### src/rtl/hbp_pkg.sv
package hbp_pkg;
  localparam int DW        = 8;
  localparam int NSTAT     = 3;
  localparam int STAT_BASE = 0;
  localparam int MASK_BASE = 4;

  typedef struct packed {
    logic rd;
    logic wr;
  } strobe_t;

  // Active read/write for the selected bus personality
  function automatic strobe_t decode_strobes(logic muxed, logic moto, logic cs_n,
                                             logic pin_a, logic pin_b);
    strobe_t s;
    logic    ds_on;
    s     = '0;
    ds_on = muxed ? !pin_a : pin_a;
    if (!cs_n) begin
      if (moto) begin
        s.rd = ds_on & pin_b;
        s.wr = ds_on & !pin_b;
      end else begin
        s.rd = !pin_a;
        s.wr = !pin_b;
      end
    end
    return s;
  endfunction

  function automatic logic hit(logic [7:0] a, int base, int k);
    return a == 8'(base + k);
  endfunction
endpackage

### src/rtl/hbp_sync.sv
module hbp_sync #(
  parameter int          W   = 1,
  parameter logic [W-1:0] RST = '0
) (
  input  logic         clk,
  input  logic         rst_n,
  input  logic [W-1:0] din,
  output logic [W-1:0] dout
);
  logic [W-1:0] s1_q, s2_q;

  always_ff @(posedge clk or negedge rst_n) begin
    if (!rst_n) begin
      s1_q <= RST;
      s2_q <= RST;
    end else begin
      s1_q <= din;
      s2_q <= s1_q;
    end
  end

  assign dout = s2_q;
endmodule

### src/rtl/hbp_bus_decode.sv
module hbp_bus_decode
  import hbp_pkg::*;
#(
  parameter int AW = 8
) (
  input  logic          clk,
  input  logic          rst_n,
  input  logic          muxed,
  input  logic          moto,
  input  logic          cs_s,
  input  logic          a_s,
  input  logic          b_s,
  input  logic          ale_s,
  input  logic          a_top,
  input  logic [6:0]    a_lo,
  input  logic [DW-1:0] d_in,
  output logic [AW-1:0] cur_addr,
  output logic [AW-1:0] acc_addr,
  output logic [DW-1:0] wdata,
  output logic          wr_pulse,
  output logic          rd_done
);
  strobe_t       st;
  logic          rd_q, wr_q, ale_q;
  logic          ale_rise;
  logic [AW-1:0] alat_q, pin_addr;
  logic [7:0]    pin_full;

  assign st       = decode_strobes(muxed, moto, cs_s, a_s, b_s);
  assign ale_rise = muxed & ale_s & !ale_q;
  assign pin_full = {a_top, a_lo};
  assign pin_addr = pin_full[AW-1:0];
  assign cur_addr = muxed ? alat_q : pin_addr;
  assign wr_pulse = wr_q & !st.wr;
  assign rd_done  = rd_q & !st.rd;

  always_ff @(posedge clk or negedge rst_n) begin
    if (!rst_n) begin
      rd_q     <= 1'b0;
      wr_q     <= 1'b0;
      ale_q    <= 1'b0;
      alat_q   <= '0;
      acc_addr <= '0;
      wdata    <= '0;
    end else begin
      rd_q  <= st.rd;
      wr_q  <= st.wr;
      ale_q <= ale_s;
      if (ale_rise) alat_q <= d_in[AW-1:0];
      if (st.rd || st.wr) acc_addr <= cur_addr;
      if (st.wr) wdata <= d_in;
    end
  end

  AST_LATCH_MUX_ONLY: assert property (@(posedge clk) disable iff (!rst_n)
    (alat_q != $past(alat_q)) |-> $past(muxed)) else $error("latch moved in separate-bus mode");
endmodule

### src/rtl/hbp_regfile.sv
module hbp_regfile
  import hbp_pkg::*;
#(
  parameter int AW = 8
) (
  input  logic              clk,
  input  logic              rst_n,
  input  logic              we,
  input  logic              rd_done,
  input  logic [AW-1:0]     acc_addr,
  input  logic [DW-1:0]     wdata,
  input  logic [AW-1:0]     rd_addr,
  input  logic [NSTAT*8-1:0] ev_in,
  input  logic              test_hiz,
  output logic [DW-1:0]     rdata,
  output logic              irq_oe
);
  localparam int DEPTH = 1 << AW;

  logic [DW-1:0]            mem [DEPTH];
  logic [NSTAT-1:0][DW-1:0] stat_q, mask_q;
  logic [NSTAT-1:0]         is_stat_w, is_mask_w, clr;
  logic                     irq_any;

  always_comb begin
    for (int k = 0; k < NSTAT; k++) begin
      is_stat_w[k] = hit(8'(acc_addr), STAT_BASE, k);
      is_mask_w[k] = hit(8'(acc_addr), MASK_BASE, k);
      clr[k]       = rd_done & is_stat_w[k];
    end
  end

  always_ff @(posedge clk or negedge rst_n) begin
    if (!rst_n) begin
      for (int i = 0; i < DEPTH; i++) mem[i] <= '0;
    end else if (we && !(|is_stat_w) && !(|is_mask_w)) begin
      mem[acc_addr] <= wdata;
    end
  end

  generate
    for (genvar k = 0; k < NSTAT; k++) begin : g_stat
      always_ff @(posedge clk or negedge rst_n) begin
        if (!rst_n) begin
          stat_q[k] <= '0;
          mask_q[k] <= '0;
        end else begin
          stat_q[k] <= (clr[k] ? '0 : stat_q[k]) | ev_in[8*k +: 8];
          if (we && is_mask_w[k]) mask_q[k] <= wdata;
        end
      end
    end
  endgenerate

  always_comb begin
    rdata = mem[rd_addr];
    for (int k = 0; k < NSTAT; k++) begin
      if (hit(8'(rd_addr), STAT_BASE, k)) rdata = stat_q[k];
      if (hit(8'(rd_addr), MASK_BASE, k)) rdata = mask_q[k];
    end
  end

  always_comb begin
    irq_any = 1'b0;
    for (int k = 0; k < NSTAT; k++) irq_any |= |(stat_q[k] & mask_q[k]);
  end
  assign irq_oe = irq_any & !test_hiz;

  AST_STAT_HOLDS: assert property (@(posedge clk) disable iff (!rst_n)
    (!(|ev_in) && !rd_done) |=> $stable(stat_q)) else $error("status moved");
  AST_MASK_ONLY_ON_WRITE: assert property (@(posedge clk) disable iff (!rst_n)
    !we |=> $stable(mask_q)) else $error("mask moved");
  AST_IRQ_CAUSE: assert property (@(posedge clk) disable iff (!rst_n)
    $rose(irq_oe) |-> ($past(|ev_in) || $past(we) || $past(test_hiz))) else $error("irq without cause");
endmodule

### src/rtl/hbp_port.sv
module hbp_port
  import hbp_pkg::*;
#(
  parameter int AW = 8
) (
  input  logic               clk,
  input  logic               rst_n,
  input  logic               strap_mux,
  input  logic               strap_moto,
  input  logic               test_hiz,
  input  logic               cs_n,
  input  logic               strb_a,
  input  logic               strb_b,
  input  logic               ale_a7,
  input  logic [6:0]         addr_lo,
  input  logic [DW-1:0]      d_in,
  output logic [DW-1:0]      d_out,
  output logic               d_oe,
  input  logic [NSTAT*8-1:0] ev_in,
  output logic               irq_oe
);
  logic [3:0]    ctl_s;
  logic [AW-1:0] cur_addr, acc_addr;
  logic [DW-1:0] wdata;
  logic          wr_pulse, rd_done;
  strobe_t       live;

  hbp_sync #(.W(4), .RST(4'b1110)) u_sync (
    .clk(clk), .rst_n(rst_n),
    .din({cs_n, strb_a, strb_b, ale_a7}), .dout(ctl_s)
  );

  hbp_bus_decode #(.AW(AW)) u_dec (
    .clk(clk), .rst_n(rst_n), .muxed(strap_mux), .moto(strap_moto),
    .cs_s(ctl_s[3]), .a_s(ctl_s[2]), .b_s(ctl_s[1]), .ale_s(ctl_s[0]),
    .a_top(ale_a7), .a_lo(addr_lo), .d_in(d_in),
    .cur_addr(cur_addr), .acc_addr(acc_addr), .wdata(wdata),
    .wr_pulse(wr_pulse), .rd_done(rd_done)
  );

  hbp_regfile #(.AW(AW)) u_rf (
    .clk(clk), .rst_n(rst_n), .we(wr_pulse), .rd_done(rd_done),
    .acc_addr(acc_addr), .wdata(wdata), .rd_addr(cur_addr),
    .ev_in(ev_in), .test_hiz(test_hiz), .rdata(d_out), .irq_oe(irq_oe)
  );

  assign live = decode_strobes(strap_mux, strap_moto, cs_n, strb_a, strb_b);
  assign d_oe = live.rd & !test_hiz;

  AST_TEST_FLOATS: assert property (@(posedge clk) disable iff (!rst_n)
    test_hiz |-> (!d_oe && !irq_oe)) else $error("pins driven in test");
  AST_WRITE_NEEDS_CS: assert property (@(posedge clk) disable iff (!rst_n)
    wr_pulse |-> $past(!cs_n, 3)) else $error("write without chip select");
endmodule

### config.mk
export PLATFORM = sky130hd
export DESIGN_NAME = hbp_port
export DESIGN_NICKNAME = d
export VERILOG_FILES = /design/src/rtl/hbp_pkg.sv /design/src/rtl/hbp_sync.sv /design/src/rtl/hbp_bus_decode.sv /design/src/rtl/hbp_regfile.sv /design/src/rtl/hbp_port.sv
export SDC_FILE = /design/constraint.sdc
export NUM_CORES = 2
export LEC_CHECK = 0
export BUFFER_PORTS_ARGS = -buffer_cell sky130_fd_sc_hd__buf_2
export CORE_AREA = 3 3 411 413
export DETAILED_ROUTE_END_ITERATION = 7
export DIE_AREA = 0 0 414 416
export PLACE_DENSITY = 0.75
export SETUP_SLACK_MARGIN = 0.02
export SLEW_MARGIN = 20
export SYNTH_ARGS = -nofsm -noshare
export SYNTH_HDL_FRONTEND = slang
export SYNTH_SLANG_ARGS = --single-unit
### constraint.sdc
create_clock -name clk -period 4.6 [get_ports clk]
set_clock_uncertainty 0.1 [all_clocks]
set_input_delay 0.23 -clock clk [delete_from_list [all_inputs] [get_ports clk]]
set_output_delay 0.23 -clock clk [all_outputs]
set_load 0.02 [all_outputs]
==> results by group <==
Floorplanning
  • Die Span Y: 416 um
  • Row cnt: 149
  • IO Count: 58
  • Die area: 0.1722 sq mm
  • Die width: 414 um
  • Core area: 0.1652 sq mm
  • Initial Util: 0.6003

Outcome
  • Violated checks: setup timing
  • Status: complete, but fails checks

Worst hold path
  • Hold Crit Endpoint: u_sync.s1_q[0]
  • Hold Path Class: in -> reg
  • Hold depth: 2
  • Hold_sp: ale_a7

Logic synthesis
  • Mapped Nets: 8,046
  • Synth Cell Area: 0.09915 sq mm
  • Most common flop cell mapped by yosys: dfrtp_1
  • Sequential share of the synthesized area: 0.5379
  • YS warnings: 0
  • EDFF count, synth: 0
  • Avg Inst Size Synth: 12.40 sq um
  • Cell count after synthesis: 7,998
  • Synth cell types: 76
  • FFs w/ async S/R, synth: 1.000
  • Number of synthesized register bits: 2,131

Flow run
  • Max cap viols: 0

Worst setup path
  • CP startpoint kind: flop
  • Crit Path Class: reg -> out
  • Crit-path max FO: 6
  • R2r setup slk: 0.95 ns
  • Critical Path AT: 4.41 ns
  • R2R Path Start: u_dec.acc_addr[6]
  • Crit. End Element: output port
  • Reg2reg end: u_rf.mem[896]
  • Req. time, crit path: 4.27 ns
  • Critical Path Start: u_dec.alat_q[0]
  • R2R depth: 10

Timing
  • Worst Slack Setup Final: -0.1373 ns
  • Hold WS: 0.07159 ns
  • Max-slew headroom: 0.1261
  • Final min period: 4.737 ns
  • Worst-Margin Slew: 1.311 ns
  • Final hold violations: 0
  • Final setup vio count: 6
  • F_max: 211.1 MHz
  • Slew Limit Fails: 0
  • RSZ-0062 raised after global routing: true
  • Tcrit/Tclk final: 1.030

Place
  • Final Wtd Congestion: 0.9451
  • PortBufs: 57
  • Placed cells: 10,104
  • Post-DP HPWL: 207,000 um

Cells and area
  • P&R area growth vs syn: 16.81%
  • FF/Latch Area: 0.05337 sq mm
  • Area of the multi-input gates: 0.04446 sq mm
  • Commonest non-fill, non-tap cell in the layout: dfrtp_1
  • Final Net Count: 8,344
  • Fraction of layout cells with a size suffix above 1: 0.4139
  • Commonest cells after routing, fill and taps aside: dfrtp_1, mux2_2, o21ai_0
  • Fillers: 11,072
  • Post-route insts no fill: 10,670

Routing
  • Routed wl met2: 149,400 um
  • Detailed Route Iter0 Violations: 10,599
  • Routed vias: 75,286
  • DRT met1 WL: 127,500 um
  • Avg Vias per Cell: 7.056
  • DR top layer: met5
  • Final wirelength: 342,700 um
  • Routed Antenna Nets: 0
  • Residual DRC: 0
  • Wire per inst: 32.12 um
  • Drt pass-1 iters: 6
  • WL met3: 41,550 um

Clocking
  • Root Driver: clkbuf_16
  • Clock sinks: 2,131
  • Reg clk slew, reported paths: 0.07 ns
  • Clock tree from TritonCTS: yes
  • TritonCTS Buffers: 211
  • H-tree Lvls: 4
  • Clock Tree Buf Depth: 3
  • Clock latency on the worst-skew pair: 0.86 ns

Pwr
  • Leak: 53.70 nW
  • Maximum vdd drop: 406.2 uV
  • Power density over the cells: 419.1 mW/mm^2

GRT
  • Initial antenna violation count: 16
  • Largest net degree at the start of global routing: 166
  • GRT Residual Overflow: 0
  • GRT Util Overall: 0.3921
  • First-pass GRT wire length: 507,200 um
  • Vias in the first global route: 76,078
==> state kept, by name, summed over array words and instances (netlist names) <==
register,count
u_rf.stat_q,24
u_dec.rd_q,1
u_dec.alat_q,8
u_dec.ale_q,1
u_sync.dout,4
u_dec.wdata,8
u_sync.s1_q,4
u_dec.wr_q,1
u_dec.acc_addr,8
u_rf.mem,2048
u_rf.mask_q,24
==> Yosys cell counts (6+ instances only) <==
library cell	number	area share
mux4_2	90	0.020
a311oi_1	41	0.0036
a22oi_1	176	0.013
clkbuf_1	499	0.019
buf_1	47	0.0018
mux2i_1	103	0.010
and3_1	22	0.0014
nor4_1	7	0.00044
nand4_1	24	0.0015
o31ai_1	9	0.00068
nand3_1	118	0.0060
nand2_1	409	0.015
o221ai_1	26	0.0023
nor3_2	13	0.0013
o211ai_1	264	0.020
o21ai_1	8	0.00040
a2111oi_0	27	0.0024
a21oi_1	251	0.013
o21a_1	15	0.0011
mux2_2	2060	0.23
a221o_1	24	0.0024
o22ai_1	48	0.0030
a31oi_1	23	0.0015
nor2_1	396	0.015
buf_4	10	0.00076
inv_1	7	0.00027
a21o_1	25	0.0019
a221oi_1	157	0.014
o21ai_0	602	0.030
dfstp_2	6	0.0016
buf_2	160	0.0081
a211oi_1	21	0.0016
a22o_1	30	0.0027
buf_6	15	0.0017
o2bb2ai_1	9	0.00080
a211o_1	6	0.00053
nor3_1	47	0.0024
dfrtp_1	2125	0.54
==> per-layer routing <==
layer	vias to the layer above	global-route usage
li1	30164	-
met4	12	0.2468
met1	38937	0.5154
met3	1237	0.1173
met2	4936	0.5720
met5	-	0
==> cell families after synthesis <==
kind of cell / count (synthesis) / synth area share
AND/OR/NAND/NOR: 1067 / 0.04565
flip-flops: 2131 / 0.5379
multiplexers: 2255 / 0.2651
XOR/XNOR: 1 / 0.00008835
AO/OA/AOI/OAI: 1804 / 0.1194
buffers and inverters: 740 / 0.03188
==> report_power, final <==
part / switching (mW) / internal, mW
Sequential: 1.08 / 20.0
Clock: 7.58 / 10.1
Combinational: 6.44 / 3.36
Total: 15.1 / 33.4
==> through the flow <==
step	utilization	worst slack [ns]	cell area, sq um	TNS [ns]	total power, mW
final	0.7012	-0.1373	115800	-0.5476	48.54
after detailed placement	0.6338	-0.1610	104700	-0.2384	29.66
after global placement	0.6338	-0.1673	104700	-0.2737	29.41
after CTS	0.6976	-0.08040	115200	-0.3164	47.99
after floorplan	-	1.455	99150	0	25.51
after global routing	0.7010	-0.1325	115800	-0.5902	49.73
==> area by class of cell <==
class / instances / area share
Timing Repair Buffer: 815 / 0.07016
Clock inverter: 72 / 0.006644
Multi-Input combinational cell: 5130 / 0.3839
Antenna cell: 13 / 0.0002809
Tap cell: 2189 / 0.02365
Clock buffer: 313 / 0.05414
Sequential cell: 2131 / 0.4608
Inverter: 7 / 0.0003997
==> worst max-delay path by stage <==
stage	to	slack [ns]	cells after the start
floorplan	d_out[1]	1.45	12
global placement	d_out[4]	-0.17	14
detailed placement	d_out[4]	-0.16	14
CTS	d_out[3]	-0.08	13
global route	d_out[4]	-0.13	13
finish	d_out[3]	-0.14	14
==> timing repair <==
item | CTS | global route
gates resized for setup | 291 | 97
hold buffers | 68 | 0
setup buffers | 72 | 9
pin swaps | 83 | 57
gates cloned | 24 | 2
endpoints found under the setup margin | 8 | 8
hold endpoints to repair | 844 | 0
==> critical path, stage by stage, from the launching register on <==
cell and delay (ns):
dfrtp_4 0.51, and3b_2 0.26, or2_4 0.35, buf_12 0.19
buf_12 0.14, buf_4 0.14, a22oi_2 0.20, a21oi_1 0.10
a311oi_2 0.44, o22ai_1 0.18, buf_4 0.22, a31oi_4 0.17
nor2_2 0.10, o31a_1 0.38, buf_6 0.15
No activity file was read; power rests on OpenSTA's default activity.
